## config.mk

```make
export PLATFORM = sky130hd
export DESIGN_NAME = svc_status_core
export DESIGN_NICKNAME = d
export VERILOG_FILES = /design/src/rtl/svc_status_pkg.sv /design/src/rtl/svc_rst_sync.sv /design/src/rtl/svc_mask_regs.sv /design/src/rtl/svc_event_reg.sv /design/src/rtl/svc_status_byte.sv /design/src/rtl/svc_status_core.sv
export SDC_FILE = /design/constraint.sdc
export NUM_CORES = 1
export LEC_CHECK = 0
export BUFFER_PORTS_ARGS = -buffer_cell sky130_fd_sc_hd__buf_2
export CAP_MARGIN = 20
export CELL_PAD_IN_SITES_DETAIL_PLACEMENT = 1
export CELL_PAD_IN_SITES_GLOBAL_PLACEMENT = 2
export CORE_AREA = 8 8 97 55
export CTS_BUF_LIST = sky130_fd_sc_hd__clkbuf_4
export DETAILED_ROUTE_END_ITERATION = 6
export DIE_AREA = 0 0 105 63
export MAX_ROUTING_LAYER = met4
export PLACE_DENSITY_LB_ADDON = 0.15
export SLEW_MARGIN = 20
export SYNTH_ARGS = -nofsm -noshare
export SYNTH_HDL_FRONTEND = slang
export SYNTH_HIERARCHICAL = 1
export SYNTH_SLANG_ARGS = --single-unit
export TNS_END_PERCENT = 20
```

## constraint.sdc

```tcl
create_clock -name clk -period 1.5 [get_ports clk]
set_input_delay 0.15 -clock clk [delete_from_list [all_inputs] [get_ports clk]]
set_output_delay 0.15 -clock clk [all_outputs]
set_load 0.005 [all_outputs]
```

## src/rtl/svc_status_pkg.sv

```systemverilog
package svc_status_pkg;
  localparam int BYTE_W = 8;
  // status byte bit positions
  localparam int SB_DATA  = 0;
  localparam int SB_ALARM = 3;
  localparam int SB_ERR   = 4;
  localparam int SB_SUM   = 5;
  localparam int SB_REQ   = 6;
  localparam int SB_RAMP  = 7;
  // event register bit positions that carry behaviour
  localparam int EV_PON   = 7;
  // implemented event bits: 7,5,4,3,2,0
  localparam logic [BYTE_W-1:0] EV_LIVE    = 8'hBD;
  // latched condition bits of the status byte: 7,4,3,0
  localparam logic [BYTE_W-1:0] SB_LATCHED = 8'h99;
  // status bits that may raise a request: 7,5,4,3,0
  localparam logic [BYTE_W-1:0] SB_REQ_SRC = 8'hB9;
endpackage

```

## src/rtl/svc_rst_sync.sv

```systemverilog
module svc_rst_sync #(
  parameter int STAGES = 2
) (
  input  logic clk,
  input  logic rst_n_i,
  output logic rst_n_o
);
  logic [STAGES-1:0] sync_q;

  generate
    for (genvar s = 0; s < STAGES; s++) begin : g_stage
      if (s == 0) begin : g_first
        always_ff @(posedge clk or negedge rst_n_i) begin
          if (!rst_n_i) sync_q[s] <= 1'b0;
          else          sync_q[s] <= 1'b1;
        end
      end else begin : g_next
        always_ff @(posedge clk or negedge rst_n_i) begin
          if (!rst_n_i) sync_q[s] <= 1'b0;
          else          sync_q[s] <= sync_q[s-1];
        end
      end
    end
  endgenerate

  assign rst_n_o = sync_q[STAGES-1];
endmodule

```

## src/rtl/svc_mask_regs.sv

```systemverilog
module svc_mask_regs #(
  parameter int W = 8
) (
  input  logic         clk,
  input  logic         rst_n,
  input  logic         evmask_we_i,
  input  logic [W-1:0] evmask_wdata_i,
  input  logic         reqmask_we_i,
  input  logic [W-1:0] reqmask_wdata_i,
  output logic [W-1:0] evmask_o,
  output logic [W-1:0] reqmask_o
);
  logic [W-1:0] evmask_q, evmask_d;
  logic [W-1:0] reqmask_q, reqmask_d;

  always_comb begin
    evmask_d  = evmask_q;
    reqmask_d = reqmask_q;
    if (evmask_we_i)  evmask_d  = evmask_wdata_i;
    if (reqmask_we_i) reqmask_d = reqmask_wdata_i;
  end

  always_ff @(posedge clk or negedge rst_n) begin
    if (!rst_n) begin
      evmask_q  <= '0;
      reqmask_q <= '0;
    end else begin
      evmask_q  <= evmask_d;
      reqmask_q <= reqmask_d;
    end
  end

  assign evmask_o  = evmask_q;
  assign reqmask_o = reqmask_q;
endmodule

```

## src/rtl/svc_event_reg.sv

```systemverilog
module svc_event_reg
  import svc_status_pkg::*;
(
  input  logic              clk,
  input  logic              rst_n,
  input  logic [BYTE_W-1:0] pulse_i,
  input  logic              rd_i,
  input  logic [BYTE_W-1:0] mask_i,
  output logic [BYTE_W-1:0] evt_o,
  output logic              summary_o
);
  logic [BYTE_W-1:0] ev_q, ev_d;
  logic              boot_q, boot_d;
  logic [BYTE_W-1:0] pon_vec;

  always_comb begin
    pon_vec         = '0;
    pon_vec[EV_PON] = boot_q;
    boot_d          = 1'b0;
    // a pulse landing in the clear cycle survives the clear
    ev_d = ((ev_q & {BYTE_W{~rd_i}}) | pulse_i | pon_vec) & EV_LIVE;
  end

  always_ff @(posedge clk or negedge rst_n) begin
    if (!rst_n) begin
      ev_q   <= '0;
      boot_q <= 1'b1;
    end else begin
      ev_q   <= ev_d;
      boot_q <= boot_d;
    end
  end

  assign evt_o     = ev_q;
  assign summary_o = |(ev_q & mask_i);
endmodule

```

## src/rtl/svc_status_byte.sv

```systemverilog
module svc_status_byte
  import svc_status_pkg::*;
(
  input  logic              clk,
  input  logic              rst_n,
  input  logic [BYTE_W-1:0] cond_i,
  input  logic              poll_i,
  input  logic              sum_i,
  input  logic [BYTE_W-1:0] reqmask_i,
  output logic [BYTE_W-1:0] stat_o,
  output logic              req_o
);
  logic [BYTE_W-1:0] lat_q, lat_d;
  logic [BYTE_W-1:0] base;
  logic              req;

  always_comb begin
    // new condition takes priority over the poll clear
    lat_d = ((lat_q & {BYTE_W{~poll_i}}) | cond_i) & SB_LATCHED;
  end

  always_ff @(posedge clk or negedge rst_n) begin
    if (!rst_n) lat_q <= '0;
    else        lat_q <= lat_d;
  end

  always_comb begin
    base         = lat_q;
    base[SB_SUM] = sum_i;
    req          = reqmask_i[SB_REQ] & |(base & reqmask_i & SB_REQ_SRC);
    stat_o       = base;
    stat_o[SB_REQ] = req;
  end

  assign req_o = req;
endmodule

```

## src/rtl/svc_status_core.sv

```systemverilog
module svc_status_core
  import svc_status_pkg::*;
#(
  parameter int RST_STAGES = 2
) (
  input  logic              clk,
  input  logic              rst_n,
  input  logic              ramp_done_i,
  input  logic              inst_err_i,
  input  logic              alarm_i,
  input  logic              new_data_i,
  input  logic [BYTE_W-1:0] evt_pulse_i,
  input  logic              evt_rd_i,
  input  logic              evmask_we_i,
  input  logic [BYTE_W-1:0] evmask_wdata_i,
  input  logic              reqmask_we_i,
  input  logic [BYTE_W-1:0] reqmask_wdata_i,
  input  logic              poll_i,
  output logic [BYTE_W-1:0] status_o,
  output logic [BYTE_W-1:0] evt_rdata_o,
  output logic              srq_n_o
);
  logic              rst_n_s;
  logic [BYTE_W-1:0] evmask_w, reqmask_w;
  logic [BYTE_W-1:0] cond_vec;
  logic              sum_w, req_w;

  svc_rst_sync #(.STAGES(RST_STAGES)) rst_sync_i (
    .clk(clk), .rst_n_i(rst_n), .rst_n_o(rst_n_s)
  );

  svc_mask_regs #(.W(BYTE_W)) masks_i (
    .clk(clk), .rst_n(rst_n_s),
    .evmask_we_i(evmask_we_i), .evmask_wdata_i(evmask_wdata_i),
    .reqmask_we_i(reqmask_we_i), .reqmask_wdata_i(reqmask_wdata_i),
    .evmask_o(evmask_w), .reqmask_o(reqmask_w)
  );

  always_comb begin
    cond_vec           = '0;
    cond_vec[SB_RAMP]  = ramp_done_i;
    cond_vec[SB_ERR]   = inst_err_i;
    cond_vec[SB_ALARM] = alarm_i;
    cond_vec[SB_DATA]  = new_data_i;
  end

  svc_event_reg evreg_i (
    .clk(clk), .rst_n(rst_n_s),
    .pulse_i(evt_pulse_i), .rd_i(evt_rd_i), .mask_i(evmask_w),
    .evt_o(evt_rdata_o), .summary_o(sum_w)
  );

  svc_status_byte sbyte_i (
    .clk(clk), .rst_n(rst_n_s),
    .cond_i(cond_vec), .poll_i(poll_i), .sum_i(sum_w),
    .reqmask_i(reqmask_w), .stat_o(status_o), .req_o(req_w)
  );

  assign srq_n_o = ~req_w;
endmodule

```

# After elaboration in Yosys (flattened, before gate mapping)
# Index checks and enable logic that the tools add are counted.
totals:
  reg_bits: 29
  latchBits: 0
  ramBits: 0
  romBits: 0
  in_bits: 34
  elab_cells: 20
  memories: 0
classes:
  add_sub_neg: 0
  mul: 0
  n_div: 0
  magnitude_cmp: 0
  eq_ne: 0
  n_shift: 0
  muxes: 0
  bitwise: 11
  n_reduce_logical: 2
op_table:
  columns: ["cell", "n"]
  rows:
  - ["8-bit bitwise AND", 4]
  - ["8-bit OR", 3]
  - ["8-bit OR reduction", 1]
  - ["5-bit OR reduction", 1]
  - ["1-bit inverter", 3]
  - ["1-bit bitwise AND", 1]

# Depth between registers and ports, before layout
# Gate-level depths: netlist of the first run.
logic_depth:
  word_depth: 6
  ltp_mapped: 5

# By module
# The synthesis of the first run kept the hierarchy.
by_module_without_submodules:
  columns: ["mod", "instances", "cells_each", "area_per_inst_um2", "seq_area_each_um2"]
  rows:
  - ["svc_mask_regs", 1, 34, 663.1, 400.4]
  - ["svc_event_reg", 1, 21, 279.0, 176.4]
  - ["svc_status_byte", 1, 17, 192.7, 100.1]
  - ["svc_rst_sync", 1, 3, 53.8, 50.0]
  - ["svc_status_core", 1, 2, 7.5, 0.0]

# Least setup slack after synthesis of the first run
# OpenSTA, ideal clock, no wires.
synth_timing:
  kind: "register -> output"
  from: "reg evreg_i.ev_q[4] (netlist: evreg_i/evt_o[4])"
  to: "out status_o[6]"
  arrival_time_ps: 1196
  required_time_ps: 1350
  slack_ps: 154
  path_stages_with_launch: 6
  n_path_buf: 1
  path_cell_list: "dfrtp_1 a22oi_1 nand3_1 a222oi_1 a21boi_1 buf_4"
synth_between:
  elab_chain_cells: 5
synth_rtl:
  columns: ["element", "line", "rtl"]
  rows:
  - ["from (decl)", "svc_event_reg.sv:12", "logic [BYTE_W-1:0] ev_q, ev_d;"]
  - ["from (signal assigned)", "svc_event_reg.sv:29", "ev_q <= ev_d;"]
  - ["8-bit bitwise AND", "svc_event_reg.sv:35", "assign summary_o = |(ev_q & mask_i);"]
  - ["8-bit OR reduction", "svc_event_reg.sv:35", null]
  - ["net sum_w", "svc_status_core.sv:26", "logic sum_w, req_w;"]
  - ["8-bit bitwise AND", "svc_status_byte.sv:30", "req = reqmask_i[SB_REQ] & |(base & reqmask_i & SB_REQ_SRC);"]
  - ["5-bit OR reduction", "svc_status_byte.sv:30", null]
  - ["1-bit bitwise AND", "svc_status_byte.sv:30", null]
  - ["to (decl)", "svc_status_core.sv:19", "output logic [BYTE_W-1:0] status_o,"]
# The timed path passes the listed nets, and every way through them passes these cells.

# Worst setup path after layout of the first run
layout_timing:
  from: "reg evreg_i.ev_q[3] (netlist: evreg_i/evt_o[3])"
  to: "out srq_n_o"
layout_between:
  elab_chain_cells: 6
layout_rtl:
  columns: ["element", "line", "rtl"]
  rows:
  - ["8-bit bitwise AND", "svc_event_reg.sv:35", null]
  - ["8-bit OR reduction", "svc_event_reg.sv:35", null]
  - ["8-bit bitwise AND", "svc_status_byte.sv:30", null]
  - ["5-bit OR reduction", "svc_status_byte.sv:30", null]
  - ["1-bit bitwise AND", "svc_status_byte.sv:30", null]
  - ["1-bit inverter", "svc_status_core.sv:59", "assign srq_n_o = ~req_w;"]
  - ["to (decl)", "svc_status_core.sv:21", "output logic srq_n_o"]
# Every way passes these cells.

==> results of run 1 <==
power groups by stage:
stage                     logic [mW]  clock network (mW)  registers, mW
after global placement         0.205                   0          0.783
after detailed placement       0.208                   0          0.784
after CTS                      0.236               0.344          0.774
after floorplan                0.122                   0          0.778
final                          0.237               0.326          0.773
after global routing           0.260               0.372          0.783
path summary, 6_finish.rpt:
path	endpoint	slack, ns	start
worst max register to register	evreg_i/evt_o[7]	0.56	evreg_i/evt_o[7]
min in group asynchronous	rst_sync_i/sync_q[0]	0.12	rst_n
worst min-delay path	evreg_i/evt_o[7]	0.03	evt_pulse_i[7]
worst min register to register	masks_i/reqmask_o[7]	0.20	rst_sync_i/rst_n_o
worst max-delay path	srq_n_o	-0.38	evreg_i/evt_o[3]
max in group asynchronous	evreg_i/boot_q	0.76	rst_sync_i/rst_n_o
state kept, by name, summed over array words and instances, names as in the netlist:
signal	cells
sbyte_i/lat_q	4
masks_i/reqmask_o	6
rst_sync_i/rst_n_o	1
evreg_i/evt_o	6
rst_sync_i/sync_q	1
masks_i/evmask_o	6
evreg_i/boot_q	1
repair_timing:
action                                  in CTS  in global routing
cloned                                       0                  0
gates resized for setup                      2                  2
endpoints found under the setup margin       3                  3
hold buffers                                10                  0
pin swaps                                    3                  4
buffers inserted                             1                  1
endpoints found under the hold margin       11                  0
per-layer routing:
| metal | share of wire (%) | vias to the layer above |
|---|---|---|
| li1 | - | 336 |
| met1 | 48 | 359 |
| met2 | 48 | 11 |
| met3 | 3.0 | 2 |
| met4 | 1.1 | 0 |
| met5 | 0 | - |
cell type report:
class | instances | share of cell area, %
tap | 57 | 4.85
sequential | 25 | 42.6
multi-input combinational | 35 | 24.3
timing repair buffer | 58 | 25.4
inverter | 3 | 0.766
clock buffer | 4 | 2.04
per-stage QoR:
step | TNS [ns] | hold WS (ns)
4_1_cts | -0.882 | 0.0214
3_5_place_dp | -0.152 | -0.0626
5_1_grt | -1.19 | 0.0178
3_3_place_gp | -0.0535 | -0.0643
6_report | -0.967 | 0.0291
2_1_floorplan | 0 | -0.146
==> metrics.md, run 1 <==
| Metric | Value |
|---|---|
| Outcome | finished with violations |
| Failing checks | setup timing |
| Starting Density | ~25% |
| Post-route setup slack | -0.383 ns |
| Most Crowded Layer GR | met2 |
| Most frequent cells in the layout | buf_2, dfrtp_1, mux2_4, dlygate4sd3_1, buf_4 |
| Number of global-route vias before repair | between 800 and 900 |
| Num CTS Buffers | 3 |
| Slowest CP cell | dfrtp_1 |
| Slew Viols, Final | 0 |
| Hold path cells | 2 |
| Sw Ratio | about a quarter |
| FMAX | approximately 0.53 GHz |
| Core Area | a little over 4000 um2 |
| Critical Path AT | about 1.7 ns |
| DRC | 0 |
| P_leak | ~0.73 nW |
| First-pass GRT wire length | about 4300 um |
| WP depth | 6 |
| Final setup violation count | 3 |
| Row Count | 17 |
| Critical path cell sequence | a22oi_2, nand3_2, a222oi_1, a21boi_1, inv_1, buf_2 |
| Crit Path Category | register to output pin |
| Detailed Route WL | 2550 um |
| Commonest non-fill, non-tap cell in the layout | buf_2 |
| Nets | between 150 and 200 |
| NetSw | roughly 0.33 mW |
| GR Util met1 | 10.5% |
| Antenna viol nets, final | 0 |
| TritonRoute pass-1 iters | 4 |
| Detailed router's first-iteration violation count | 15 |
| Worst Reg-to-Reg Cells | 2 |
| CTS tree | done |
| Placer Congestion | a little under 0.7 |
| Final cell count without fillers | 182 |
| CTS H-Tree Depth | 1 |
| CP delay by family, top | compound AO/OA/AOI/OAI gates |
| Avg Inst Size Synth | 15.2 um2 |
| DR WL/cell | about 14 um |
| # Max-Cap Violations | 0 |
| Final period utilization | 126% |
| Peak supply drop | 0.000345 V |
| HP Class | input port to register |
| Cells after Synth | 68 |
| ANT cells | 0 |
| RSZ-0062 raised after global routing | yes |
| Fillers | around 470 |
| Post-Place Cells | 166 |
| Final Hold Fails | 0 |
| Initial antenna violation count | 0 |
| Top Ports | slightly above 50 |
| Tmin final | between 1.5 and 2 ns |
| Met2 GRT Util | 12.8% |
| CP Launch Type | register |
| Global-route track usage on met3 | approximately 2.6% |
| Die X | between 100 and 150 um |
| Area of the multi-input gates | 358 um2 |
| Power Density | approximately 900 nW/um2 |
| Fin Clk Skew | about 0.0056 ns |
| Root buffer cell | clkbuf_4 |
| Synthesized cell area | around 1000 um2 |
| Area growth from synthesis to final layout | 42.4% |
| Critical path data required time | roughly 1.4 ns |
| Skew-Pair Late Insertion Delay | between 0.3 and 0.4 ns |
| Max Root-Sink Buffers | 2 |
| Flop pwr share | roughly 58% |
| Logic pwr share | ~18% |
| Dpl hpwl | 2040 um |
| Sequential cell area | ~630 um2 |
| DR vias/cell | 3.89 |
| Pin count of the biggest net entering global routing | 14 |
| Crit path capture type | output pin |
| Power, Total | between 1 and 1.5 mW |
| Ys Warns | 6 |
| Dpl cell area | roughly 1300 um2 |
| Crit path largest cell delay | about 0.42 ns |
| Gr usage total | 8.39% |
| Int Pwr | roughly 1 mW |
| Worst slack, placed | -0.0898 ns |
| Port-buffer cells | 40 |
| Die area | roughly 6600 um2 |
| Total grt overflow | 0 |
| Finished Cell Area | between 1000 and 1500 um2 |
| CP max FO | 2 |
| Share of layout cells above drive strength 1 | roughly 60% |
| CP bufs+invs | 2 |
| Clock power frac | between 20 and 25% |
| Clock sink count | 25 |
| Vias post-DR | a little over 700 |
| Final Util | approximately 36% |
| Die height | 63 um |
| Clock slew seen by the registers of the worst setup and hold paths | 0.13 ns |
No activity file was read; power rests on OpenSTA's default activity.
==> run 2, diff against run 1 <==
PLACE_DENSITY_LB_ADDON = 0.1   (was 0.15)
==> run 2 against run 1 <==
  * The flow still finishes with violations (setup timing)
  * Combinational power up 3%
  * Worst hold slack lost 0.0093 ns
  * Maximum frequency up 7.2%
  * Clock power fell by 5%
  * Worst setup slack better by 0.13 ns
  * Critical path depth did not move
  * Critical path type unchanged
  * Largest cell class unchanged
==> metrics.md, run 2 (same netlist as run 1, synthesis figures left out) <==
| Metric | Value |
|---|---|
| Tmin final | between 1.5 and 2 ns |
| Final setup TNS | -0.563 ns |
| Hold path endpoint | sbyte_i/lat_q[7] |
| Peak supply drop | between 0.0002 and 0.0003 V |
| Skew-Pair Late Insertion Delay | just over 0.3 ns |
| Power Density | between 900 and 1000 nW/um2 |
| Num CTS Buffers | 3 |
| Die height | 63 um |
| Final period utilization | 117% |
| Crit Path Category | register to output pin |
| Worst Reg-to-Reg Cells | 2 |
| Power, Total | around 1.3 mW |
| Starting Density | 25.3% |
| Clock sink count | 25 |
| Root buffer cell | clkbuf_4 |
| Worst slack, placed | -0.0411 ns |
| Antenna viol nets, final | 0 |
| Register-to-register setup slack | about 0.57 ns |
| Hold Startpoint | ramp_done_i |
| Core Area | 4080 um2 |
| RSZ-0062 raised after global routing | yes |
| HP Class | input port to register |
| R2R Path Start | evreg_i/evt_o[7] |
| CTS tree | done |
| TritonRoute pass-1 iters | 4 |
| Die area | around 6600 um2 |
| Most frequent cells in the layout | buf_2, dfrtp_1, mux2_4, buf_4, dlygate4sd3_1 |
| Detailed Route WL | between 2000 and 3000 um |
| CTS H-Tree Depth | 1 |
| Top Ports | 51 |
| Row Count | 17 |
| First-pass GRT wire length | approximately 4300 um |
| CP max FO | 2 |
| Max Root-Sink Buffers | 2 |
| Number of global-route vias before repair | roughly 860 |
| Clock slew seen by the registers of the worst setup and hold paths | around 0.12 ns |
| Total grt overflow | 0 |
| FMAX | around 0.57 GHz |
| Critical path data required time | approximately 1.4 ns |
| Die X | approximately 110 um |
| CP Launch Type | register |
| Critical Path AT | between 1.5 and 2 ns |
| Pin count of the biggest net entering global routing | 15 |
| Commonest non-fill, non-tap cell in the layout | buf_2 |
| # Max-Cap Violations | 0 |
| ANT cells | 0 |
| Gr usage total | under 10% |
| Initial antenna violation count | 0 |
| Nets | 161 |
| Final Hold Fails | 0 |
| Placer Congestion | between 0.6 and 0.7 |
| Final setup violation count | 3 |
| Reg2Reg Capture Point | evreg_i/evt_o[7] |
| Post-route setup slack | -0.257 ns |
| Fillers | between 400 and 500 |
| Fin Clk Skew | approximately 0.0050 ns |
| Failing checks | setup timing |
| Slew Viols, Final | 0 |
| DR WL/cell | 14.0 um |
| Hold path cells | 2 |
| DR vias/cell | 3.84 |
| Dpl hpwl | 2090 um |
| Crit path capture type | output pin |
| Detailed router's first-iteration violation count | 10 |
| Port-buffer cells | 40 |
| P_leak | around 0.73 nW |
| Share of layout cells above drive strength 1 | between 60% and 70% |
| DRC | 0 |
| Vias post-DR | about 700 |
| Area growth from synthesis to final layout | 41.7% |
| Outcome | finished with violations |
run 2: cell count changes in the layout (fill, tap and decap cells not counted):
| cell | delta |
|---|---|
| buf_12 | -1 |
| buf_4 | +3 |
| dlygate4sd3_1 | -1 |
run 2: final cells by class:
class	instances	area [um2]	area share, %
flip-flops and latches	25	627	42.9
repair buffers	59	365	25.0
multi-input cells	35	358	24.5
well taps	57	71.3	4.88
clock buffers	4	30.0	2.05
inverters	3	11.3	0.770
run 2: worst max-delay path by stage:
| stage | startpoint | to | slack (ns) | depth (start not counted) |
|---|---|---|---|---|
| 6_report | evreg_i/evt_o[4] | srq_n_o | -0.26 | 6 |
| 5_1_grt | masks_i/evmask_o[3] | srq_n_o | -0.42 | 6 |
| 4_1_cts | evreg_i/evt_o[4] | srq_n_o | -0.32 | 6 |
| 3_5_place_dp | masks_i/evmask_o[4] | srq_n_o | -0.04 | 6 |
| 3_3_place_gp | masks_i/evmask_o[4] | srq_n_o | -0.03 | 6 |
| 2_1_floorplan | evreg_i/evt_o[4] | status_o[6] | 0.15 | 5 |
run 2: stage by stage:
step	area, um2	hold WS [ns]	util (%)	instances
finish	1460	0.0198	35.8	183
global route	1460	0.00400	35.8	183
CTS	1460	0.00128	35.6	182
detailed placement	1310	-0.0577	32.0	168
global placement	1310	-0.0611	32.0	168
floorplan	1040	-0.146	-	71
run 2: report_power, final:
part	internal [mW]	switching (mW)
clock	0.122	0.188
sequential	0.729	0.0409
combinational	0.157	0.0875
total	1.01	0.317
run 2: per-layer routing:
metal | vias up | track usage (%) | wire length [um]
li1 | 340 | - | -
met1 | 336 | 10.9 | 1340
met2 | 24 | 11.9 | 1090
met3 | 2 | 2.88 | 99
met4 | 0 | 3.17 | 21
met5 | - | - | 0
run 2: worst max-delay path, stage by stage (launching register included):
cell      delay [ns]
dfrtp_1         0.41
a22oi_2         0.23
nand3_2         0.10
a222oi_1        0.28
a21boi_1        0.12
inv_1           0.06
buf_2           0.10
run 2: repair_timing:
| item | in CTS | in global routing |
|---|---|---|
| hold endpoints to repair | 10 | 0 |
| setup endpoints to repair | 3 | 3 |
| cloned | 0 | 0 |
| setup buffers | 1 | 1 |
| resized for setup | 4 | 0 |
| pin swaps | 4 | 0 |
| hold buffers | 9 | 0 |
